`config.mk`:
```
export PLATFORM = sky130hd
export DESIGN_NAME = keysched_top
export DESIGN_NICKNAME = d
export VERILOG_FILES = /design/src/rtl/keysched_pkg.sv /design/src/rtl/keysched_keystore.sv /design/src/rtl/keysched_ctrl.sv /design/src/rtl/keysched_rotor.sv /design/src/rtl/keysched_top.sv
export SDC_FILE = /design/constraint.sdc
export NUM_CORES = 1
export LEC_CHECK = 0
export BUFFER_PORTS_ARGS = -buffer_cell sky130_fd_sc_hd__buf_4
export CAP_MARGIN = 5
export CORE_UTILIZATION = 30
export DETAILED_ROUTE_END_ITERATION = 6
export PLACE_DENSITY = 0.5
export SYNTH_ARGS = -nofsm -noshare
export SYNTH_HDL_FRONTEND = slang
export SYNTH_SLANG_ARGS = --single-unit
```
`constraint.sdc`:
```
create_clock -name clk -period 3.4 [get_ports clk]
set_clock_uncertainty 0.15 [all_clocks]
set_input_delay 0.34 -clock clk [delete_from_list [all_inputs] [get_ports clk]]
set_output_delay 0.34 -clock clk [all_outputs]
set_load 0.005 [all_outputs]
```
`src/rtl/keysched_pkg.sv`:
```
package keysched_pkg;
   localparam int KEY_W  = 64;
   localparam int CD_W   = 56;
   localparam int HALF_W = 28;
   localparam int SUB_W  = 48;

   // Source bit (1 = most significant) for each selected key bit.
   localparam int unsigned PC1_T [CD_W] = '{
      57, 49, 41, 33, 25, 17,  9,  1, 58, 50, 42, 34, 26, 18,
      10,  2, 59, 51, 43, 35, 27, 19, 11,  3, 60, 52, 44, 36,
      63, 55, 47, 39, 31, 23, 15,  7, 62, 54, 46, 38, 30, 22,
      14,  6, 61, 53, 45, 37, 29, 21, 13,  5, 28, 20, 12,  4};

   localparam int unsigned PC2_T [SUB_W] = '{
      14, 17, 11, 24,  1,  5,  3, 28, 15,  6, 21, 10,
      23, 19, 12,  4, 26,  8, 16,  7, 27, 20, 13,  2,
      41, 52, 31, 37, 47, 55, 30, 40, 51, 45, 33, 48,
      44, 49, 39, 56, 34, 53, 46, 42, 50, 36, 29, 32};

   function automatic logic [CD_W-1:0] apply_pc1(input logic [KEY_W-1:0] k);
      logic [CD_W-1:0] o;
      for (int j = 0; j < CD_W; j++) o[CD_W-1-j] = k[KEY_W-int'(PC1_T[j])];
      return o;
   endfunction

   function automatic logic [SUB_W-1:0] apply_pc2(input logic [CD_W-1:0] cd);
      logic [SUB_W-1:0] o;
      for (int j = 0; j < SUB_W; j++) o[SUB_W-1-j] = cd[CD_W-int'(PC2_T[j])];
      return o;
   endfunction

   function automatic logic [HALF_W-1:0] rot_half(input logic [HALF_W-1:0] h,
                                                  input logic left, input logic two);
      case ({left, two})
         2'b10:   return {h[HALF_W-2:0], h[HALF_W-1]};
         2'b11:   return {h[HALF_W-3:0], h[HALF_W-1:HALF_W-2]};
         2'b00:   return {h[0], h[HALF_W-1:1]};
         default: return {h[1:0], h[HALF_W-1:2]};
      endcase
   endfunction

   // Total rotation over a pass, given a mask of single-place rounds.
   function automatic int pass_rotation(input logic [15:0] one_mask);
      return 32 - $countones(one_mask);
   endfunction
endpackage

```
`src/rtl/keysched_keystore.sv`:
```
module keysched_keystore
   import keysched_pkg::*;
#(
   parameter bit STORE_PC1 = 1'b1
) (
   input  logic             clk,
   input  logic             rst_n,
   input  logic             we,
   input  logic [KEY_W-1:0] wdata,
   output logic [CD_W-1:0]  key_sel
);
   generate
      if (STORE_PC1) begin : g_narrow
         logic [CD_W-1:0] held;
         always_ff @(posedge clk or negedge rst_n) begin
            if (!rst_n)  held <= '0;
            else if (we) held <= apply_pc1(wdata);
         end
         assign key_sel = held;
      end else begin : g_wide
         logic [KEY_W-1:0] held;
         always_ff @(posedge clk or negedge rst_n) begin
            if (!rst_n)  held <= '0;
            else if (we) held <= wdata;
         end
         assign key_sel = apply_pc1(held);
      end
   endgenerate
endmodule

```
`src/rtl/keysched_ctrl.sv`:
```
module keysched_ctrl #(
   parameter int          ROUNDS      = 16,
   parameter logic [15:0] SHIFT1_MASK = 16'h8103,
   localparam int         RW          = $clog2(ROUNDS)
) (
   input  logic          clk,
   input  logic          rst_n,
   input  logic          start,
   input  logic          decrypt,
   input  logic          advance,
   output logic          load,
   output logic          load_raw,
   output logic          step,
   output logic          rot_left,
   output logic          rot_two,
   output logic [RW-1:0] round,
   output logic          valid
);
   logic          dec_q;
   logic [RW-1:0] nxt;
   logic [RW-1:0] back;

   assign nxt      = round + 1'b1;
   assign back     = RW'(ROUNDS - 1) - round;
   assign load     = start;
   assign load_raw = decrypt;
   assign step     = advance & valid & ~start;

   always_comb begin
      if (start) begin
         rot_left = 1'b1;
         rot_two  = ~SHIFT1_MASK[0];
      end else if (dec_q) begin
         rot_left = 1'b0;
         rot_two  = ~SHIFT1_MASK[back];
      end else begin
         rot_left = 1'b1;
         rot_two  = ~SHIFT1_MASK[nxt];
      end
   end

   always_ff @(posedge clk or negedge rst_n) begin
      if (!rst_n) begin
         round <= '0;
         valid <= 1'b0;
         dec_q <= 1'b0;
      end else if (start) begin
         round <= '0;
         valid <= 1'b1;
         dec_q <= decrypt;
      end else if (step) begin
         round <= nxt;
      end
   end
endmodule

```
`src/rtl/keysched_rotor.sv`:
```
module keysched_rotor
   import keysched_pkg::*;
(
   input  logic            clk,
   input  logic            rst_n,
   input  logic            load,
   input  logic            load_raw,
   input  logic [CD_W-1:0] load_val,
   input  logic            step,
   input  logic            rot_left,
   input  logic            rot_two,
   output logic [CD_W-1:0] cd
);
   logic [CD_W-1:0] src;
   logic [CD_W-1:0] turned;

   assign src    = load ? load_val : cd;
   assign turned = {rot_half(src[CD_W-1:HALF_W], rot_left, rot_two),
                    rot_half(src[HALF_W-1:0],    rot_left, rot_two)};

   always_ff @(posedge clk or negedge rst_n) begin
      if (!rst_n)                cd <= '0;
      else if (load && load_raw) cd <= load_val;
      else if (load || step)     cd <= turned;
   end
endmodule

```
`src/rtl/keysched_top.sv`:
```
module keysched_top
   import keysched_pkg::*;
#(
   parameter int          ROUNDS      = 16,
   parameter logic [15:0] SHIFT1_MASK = 16'h8103,
   parameter bit          STORE_PC1   = 1'b1,
   localparam int         RW          = $clog2(ROUNDS)
) (
   input  logic             clk,
   input  logic             rst_n,
   input  logic             mk_we,
   input  logic [KEY_W-1:0] mk_key,
   input  logic             wk_we,
   input  logic [KEY_W-1:0] wk_block,
   input  logic             start,
   input  logic             src_sel,
   input  logic             decrypt,
   input  logic             advance,
   output logic [SUB_W-1:0] subkey,
   output logic [RW-1:0]    round_idx,
   output logic             subkey_valid
);
   generate
      if (ROUNDS != 16 || 2 * HALF_W != CD_W) begin : g_bad_shape
         $error("keysched_top: round count or half width unsupported");
      end
      if (pass_rotation(SHIFT1_MASK) != HALF_W) begin : g_bad_mask
         $error("keysched_top: shift mask does not rotate a full half per pass");
      end
   endgenerate

   logic [CD_W-1:0] mk_pc1, wk_pc1, cd;
   logic            load, load_raw, step, rot_left, rot_two;

   keysched_keystore #(.STORE_PC1(STORE_PC1)) u_master (
      .clk(clk), .rst_n(rst_n), .we(mk_we), .wdata(mk_key), .key_sel(mk_pc1));

   keysched_keystore #(.STORE_PC1(STORE_PC1)) u_working (
      .clk(clk), .rst_n(rst_n), .we(wk_we), .wdata(wk_block), .key_sel(wk_pc1));

   keysched_ctrl #(.ROUNDS(ROUNDS), .SHIFT1_MASK(SHIFT1_MASK)) u_ctrl (
      .clk(clk), .rst_n(rst_n), .start(start), .decrypt(decrypt), .advance(advance),
      .load(load), .load_raw(load_raw), .step(step), .rot_left(rot_left),
      .rot_two(rot_two), .round(round_idx), .valid(subkey_valid));

   keysched_rotor u_rotor (
      .clk(clk), .rst_n(rst_n), .load(load), .load_raw(load_raw),
      .load_val(src_sel ? wk_pc1 : mk_pc1), .step(step), .rot_left(rot_left),
      .rot_two(rot_two), .cd(cd));

   assign subkey = apply_pc2(cd);
endmodule

```
==> results of run 1 <==
[metal layers]
| metal | up-vias | track usage | part of all wire |
|---|---|---|---|
| li1 | 3822 | - | - |
| met1 | 4254 | 0.249 | 0.48 |
| met2 | 225 | 0.291 | 0.47 |
| met3 | 19 | 0.0359 | 0.045 |
| met4 | 0 | 0.0532 | 0.013 |
| met5 | - | 0 | 0 |
[kinds of logic after synthesis]
family	after synthesis
AOI/OAI and AO/OA	294
DFF	174
muxes	168
and+or+nand+nor	140
buffers and inverters	134
xor gates and xnor gates	3
adders and majority gates	3
[report_power, final]
| group | switching, mW | internal (mW) |
|---|---|---|
| Combinational | 0.778 | 0.918 |
| Sequential | 0.379 | 2.34 |
| Clock | 0.922 | 1.20 |
[metrics by stage]
stage / util / worst slack, ps / area (sq um) / instances
after floorplan: - / 1190 / 10400 / 916
after detailed placement: 0.347 / 652 / 11700 / 1428
after CTS: 0.398 / 637 / 13500 / 1573
after global placement: 0.347 / 687 / 11700 / 1428
final: 0.398 / 651 / 13500 / 1575
after global routing: 0.398 / 407 / 13500 / 1575
[worst min-delay path by stage]
stage | from | to | slack (ps) | cells past startpoint
floorplan | rst_n | u_ctrl.dec_q$_DFFE_PN0P_ | -110 | 0
global placement | rst_n | u_working.key_sel[11]$_DFFE_PN0P_ | 250 | 1
finish | advance | u_ctrl.round[1]$_DFFE_PN0P_ | 50 | 3
CTS | advance | u_ctrl.round[1]$_DFFE_PN0P_ | 30 | 3
global route | advance | u_ctrl.round[1]$_DFFE_PN0P_ | 50 | 3
detailed placement | rst_n | u_master.key_sel[10]$_DFFE_PN0P_ | 250 | 1
[cells in the final DEF, fill, tap and decap left out, types with 6 or more instances in the layout]
| cell type | count |
|---|---|
| dfrtp_1 | 174 |
| nand2_1 | 16 |
| mux2_2 | 167 |
| inv_1 | 6 |
| a21oi_2 | 40 |
| a21oi_1 | 16 |
| clkbuf_16 | 17 |
| nand3_1 | 56 |
| a22oi_2 | 41 |
| o21bai_1 | 55 |
| nand3b_1 | 55 |
| dlygate4sd3_1 | 113 |
| a22oi_1 | 124 |
| buf_4 | 187 |
[registers in the layout (all words and copies together), names as in the netlist]
| register | count |
|---|---|
| u_ctrl.dec_q | 1 |
| u_ctrl.valid | 1 |
| u_master.key_sel | 56 |
| u_working.key_sel | 56 |
| u_rotor.cd | 56 |
| u_ctrl.round | 4 |
[critical path: cells and delay by family (launching register included)]
family | cells | cell delay, ps
buffers and inverters | 1 | 520
adder cells (fa/ha/maj) | 1 | 370
AO/OA/AOI/OAI | 5 | 1100
flip-flops | 1 | 520
[cell type report]
class	count	share of cell area
well taps	448	0.0416
flip-flops and latches	174	0.323
clock buffers	19	0.0336
diodes	2	0.000372
clock inverters	13	0.0119
repair buffers	305	0.195
inverters	6	0.00167
multi-input cells	608	0.392
==> reports/results.ini, run 1 <==
[synthesis]
ys_seq_area_frac = 0.420
synthSimpleGateAreaFrac = 0.0798
synthTopCellsByArea = dfrtp_1 (42%), mux2_2 (18%), a22oi_1 (9.0%)
synthAdderAreaFrac = 0.00362
yosysTopAreaCell = dfrtp_1
yosys.area.top_type_share = 0.420
synth-async-reset-ratio = 1.00
synthTopCellsByCount = dfrtp_1 (174), mux2_2 (167), a22oi_1 (124)
synth.mux.area_fraction = 0.182
synth_top_family_by_area = compound AO/OA/AOI/OAI gates
yosys_warnings = 0
yosysMostFrequentCell = dfrtp_1
ys_types = 38
synth_xor_area_frac = 0.00253
synth-seq-cells = 174
syn_nets = 1055
synth_edf_count = 0
ys.flop_type = dfrtp_1
syn_area_sq_um = 10400
synthCells = 916
syn_avg_cell_area_sq_um = 11.3
synth-compound-area-share = 0.236

[floorplanning]
dieWidth_um = 188
rows = 67
start_util = 0.307
die_h_um = 188
dieArea_sq_um = 35300
io_pins = 189
fp.coreArea_sq_um = 33800

[place]
port_buffers = 172
dp_hpwl_um = 18700
globalplace.congestion = 0.743

[setup_path]
setup.worst_path.end = u_rotor.cd[3]$_DFFE_PN0P_
crit_path_top_delay_cell = dfrtp_1
worstPathMaxFanout = 28
r2r-start = u_ctrl.round[1]$_DFFE_PN0P_
reg2reg_setup_slack_ps = 650
crit_start = u_ctrl.round[1]$_DFFE_PN0P_
reg2regPathDepth = 7
r2r-end = u_rotor.cd[3]$_DFFE_PN0P_
worstSetupEndpointType = flop
critPathArrivalTime_ps = 2960
critPathRequiredTime_ps = 3610
cp_cell_sequence = ha_1, a21oi_1, o21a_1, a2111oi_4, buf_4, a21oi_1, a22oi_1
max_stage_delay_ps = 520
cp-start-kind = flop
critPathKind = reg2reg
crit_top_cell = a21oi_1

[power]
p_leak_nw = 5.51
total_power_mw = 6.54
pwr_density_cell_nw_per_um2 = 486
irDropWorstVdd_uv = 380

[timing]
rsz0062_at_grt = false
slew_violations = 0
fin_setup_tns_ps = 0
min_period_ps = 2750
fmax_mhz = 364
fin_crit_sh = 0.809
setup_violations = 0
hold_slack_ps = 50.8
hold_violations = 0
max_slew_margin = 0.398
tightest_slew_ps = 902

[route]
wirelength_um = 31200
first_pass_iters = 5
routed_via_density = 5.28
post_drt_wl_per_cell_um = 19.8
detail-route-antenna-nets = 0
drtIter0Drc = 514
drc = 0
dr_total_vias = 8320

[clock_network]
post_cts_buffers = 0
post_cts_resized = 0
path_clk_slew_ps = 70
cts.htree.levels = 4
ctsHoldBuffers = 113
cts_tree = yes
clk_latency_ps = 460
numCtsBuffers = 17
cts.sinks = 174
cts-root-buf = clkbuf_16
clockBufferDepth = 2

[layout]
multiInputGateArea_sq_um = 5280
fin_nets = 1251
nFillCells = 3309
seqCellArea_sq_um = 4350
drive_above_1_share = 0.428
area_growth_pct = 29.8

[status]
status = complete, no violations

[grt]
grt_start_max_net_pins = 65
grt_pass1_wl_um = 50900
antenna_found_initial = 2
grtUsageTotal = 0.182
grt.overflow.total = 0
grt_pass1_vias = 8801

[worst_hold_path]
hp-class = in2reg

[run]
maxCapViolCount = 0

No activity file was read; power rests on OpenSTA's default activity.
==> run 2: changes to the inputs <==
PLACE_DENSITY = 0.52   (was 0.5)
clock period = 2.2 ns   (was 3.4 ns; I/O delays follow)
==> run 2 against run 1 <==
The flow now finishes with violations (setup timing). Power is 61% higher. Design area is 6.2% higher. Critical path type unchanged. Clock power is 55% higher. Non-clock buffer count is 52 higher.
==> reports/results.ini, run 2 (synthesized netlist as in run 1, its figures left out) <==
[timing]
slew_violations = 0
hold_slack_ps = 22.3
setup_ws_ps = -111
fmax_mhz = 433
hold_violations = 0
setup_violations = 56
rsz0062_at_grt = true
max_slew_margin = 0.737
min_period_ps = 2310
fin_crit_sh = 1.05
tightest_slew_ps = 394

[setup_path]
max_stage_delay_ps = 430
worstSetupEndpointType = flop
critPathArrivalTime_ps = 2520
critPathRequiredTime_ps = 2410
cp_cell_sequence = inv_2, ha_4, o21bai_1, a22oi_2, a2111oi_4, buf_6, buf_12, a21oi_2, a22oi_1
cp-start-kind = flop
crit_buf_inv = 3
critPathKind = reg2reg
crit_path_top_delay_cell = a2111oi_4
worstPathMaxFanout = 6
crit_family = compound AO/OA/AOI/OAI gates

[clock_network]
numCtsBuffers = 17
path_clk_slew_ps = 70
clockBufferDepth = 2
cts-root-buf = clkbuf_16
cts.sinks = 174
clk_latency_ps = 450
cts_tree = yes
cts.htree.levels = 4

[grt]
grt_pass1_vias = 8904
grt_pass1_wl_um = 51100
antenna_found_initial = 2
grt.overflow.total = 0
grtUsageTotal = 0.183
grt_start_max_net_pins = 57

[place]
dp_hpwl_um = 20000
port_buffers = 172
post-place-ws_ps = -142
globalplace.congestion = 0.783

[power]
total_power_mw = 10.5
power_frac_clock = 0.313
irDropWorstVdd_uv = 601
seqPwrFrac = 0.401
p_switching_mw = 3.29
pwr-share-comb = 0.286
p_leak_nw = 5.87
power.internal_mw = 7.21
p_sw_frac = 0.314
pwr_density_cell_nw_per_um2 = 735

[route]
detail-route-antenna-nets = 0
routed_via_density = 5.18
post_drt_wl_per_cell_um = 19.7
wirelength_um = 32000
drc = 0
drtIter0Drc = 627
first_pass_iters = 7
dr_total_vias = 8417

[layout]
fin_nets = 1303
layout_commonest_cell = buf_4
area_growth_pct = 37.9
layout_common_cells = buf_4 (204), dfrtp_1 (173), mux2_2 (167), a22oi_1 (122), dlygate4sd3_1 (120)
drive_above_1_share = 0.466

[floorplanning]
dieArea_sq_um = 35300
dieWidth_um = 188
start_util = 0.307
fp.coreArea_sq_um = 33800
io_pins = 189
die_h_um = 188
rows = 67

[run]
maxCapViolCount = 0

[status]
status = complete, but fails checks
violations = setup timing

[worst_hold_path]
hp-class = in2reg

==> run 2: changes by cell type in the layout (fill, tap and decap cells not counted), sizes merged <==
cell and delta:
clkbuf +6, dlygate4sd3 +7, clkinv -2, inv -2, buf +42
==> run 2: timing repair <==
action | CTS | global route
hold buffers | 120 | 0
buffers inserted | 8 | 1
gates resized for setup | 30 | 9
hold endpoints to repair | 288 | 0
setup endpoints to repair | 56 | 56
gates cloned | 3 | 3
pin swaps | 24 | 26
==> run 2: stage by stage <==
stage                     utilization  cells  cell area, sq um  setup TNS (ps)
final                           0.423   1626             14300           -3750
after global routing            0.423   1626             14300          -10560
after global placement          0.358   1458             12100           -4910
after floorplan                     -    916             10400               0
after detailed placement        0.358   1458             12100           -5670
after CTS                       0.419   1620             14200           -1670
==> run 2: worst paths after layout <==
check,startpoint,endpoint,slack [ps],cells past startpoint
min in group asynchronous,rst_n,u_master.key_sel[20]$_DFFE_PN0P_,110,2
worst min register to register,u_working.key_sel[22]$_DFFE_PN0P_,u_working.key_sel[22]$_DFFE_PN0P_,350,1
worst max register to register,u_ctrl.round[0]$_DFFE_PN0P_,u_rotor.cd[55]$_DFFE_PN0P_,-110,9
worst min-delay path,start,u_ctrl.round[1]$_DFFE_PN0P_,20,2
max in group asynchronous,rst_n,u_master.key_sel[30]$_DFFE_PN0P_,1160,3
worst max-delay path,u_ctrl.round[0]$_DFFE_PN0P_,u_rotor.cd[55]$_DFFE_PN0P_,-110,9
==> run 2: area by class of cell <==
type                       count  area (sq um)
fill                        3248         19500
multi-input combinational    608          5390
sequential                   174          4360
timing repair buffer         357          3350
tap                          448           561
clock buffer                  22           484
clock inverter                 9           133
inverter                       6          22.5
antenna                        2          5.00
==> run 2: power by group through the flow <==
| stage | combinational (mW) | sequential (mW) | clock [mW] |
|---|---|---|---|
| 2_1_floorplan | 1.86 | 4.03 | 0 |
| 3_3_place_gp | 2.60 | 4.25 | 0 |
| 3_5_place_dp | 2.62 | 4.25 | 0 |
| 4_1_cts | 2.94 | 4.20 | 3.38 |
| 5_1_grt | 3.25 | 4.28 | 3.50 |
| 6_report | 3.01 | 4.21 | 3.28 |
==> run 2: layer usage <==
layer	global-route usage	share of wire	vias up
met3	0.0356	0.043	20
li1	-	-	3931
met2	0.286	0.46	234
met5	0	0	-
met1	0.255	0.49	4232
met4	0.0532	0.015	0
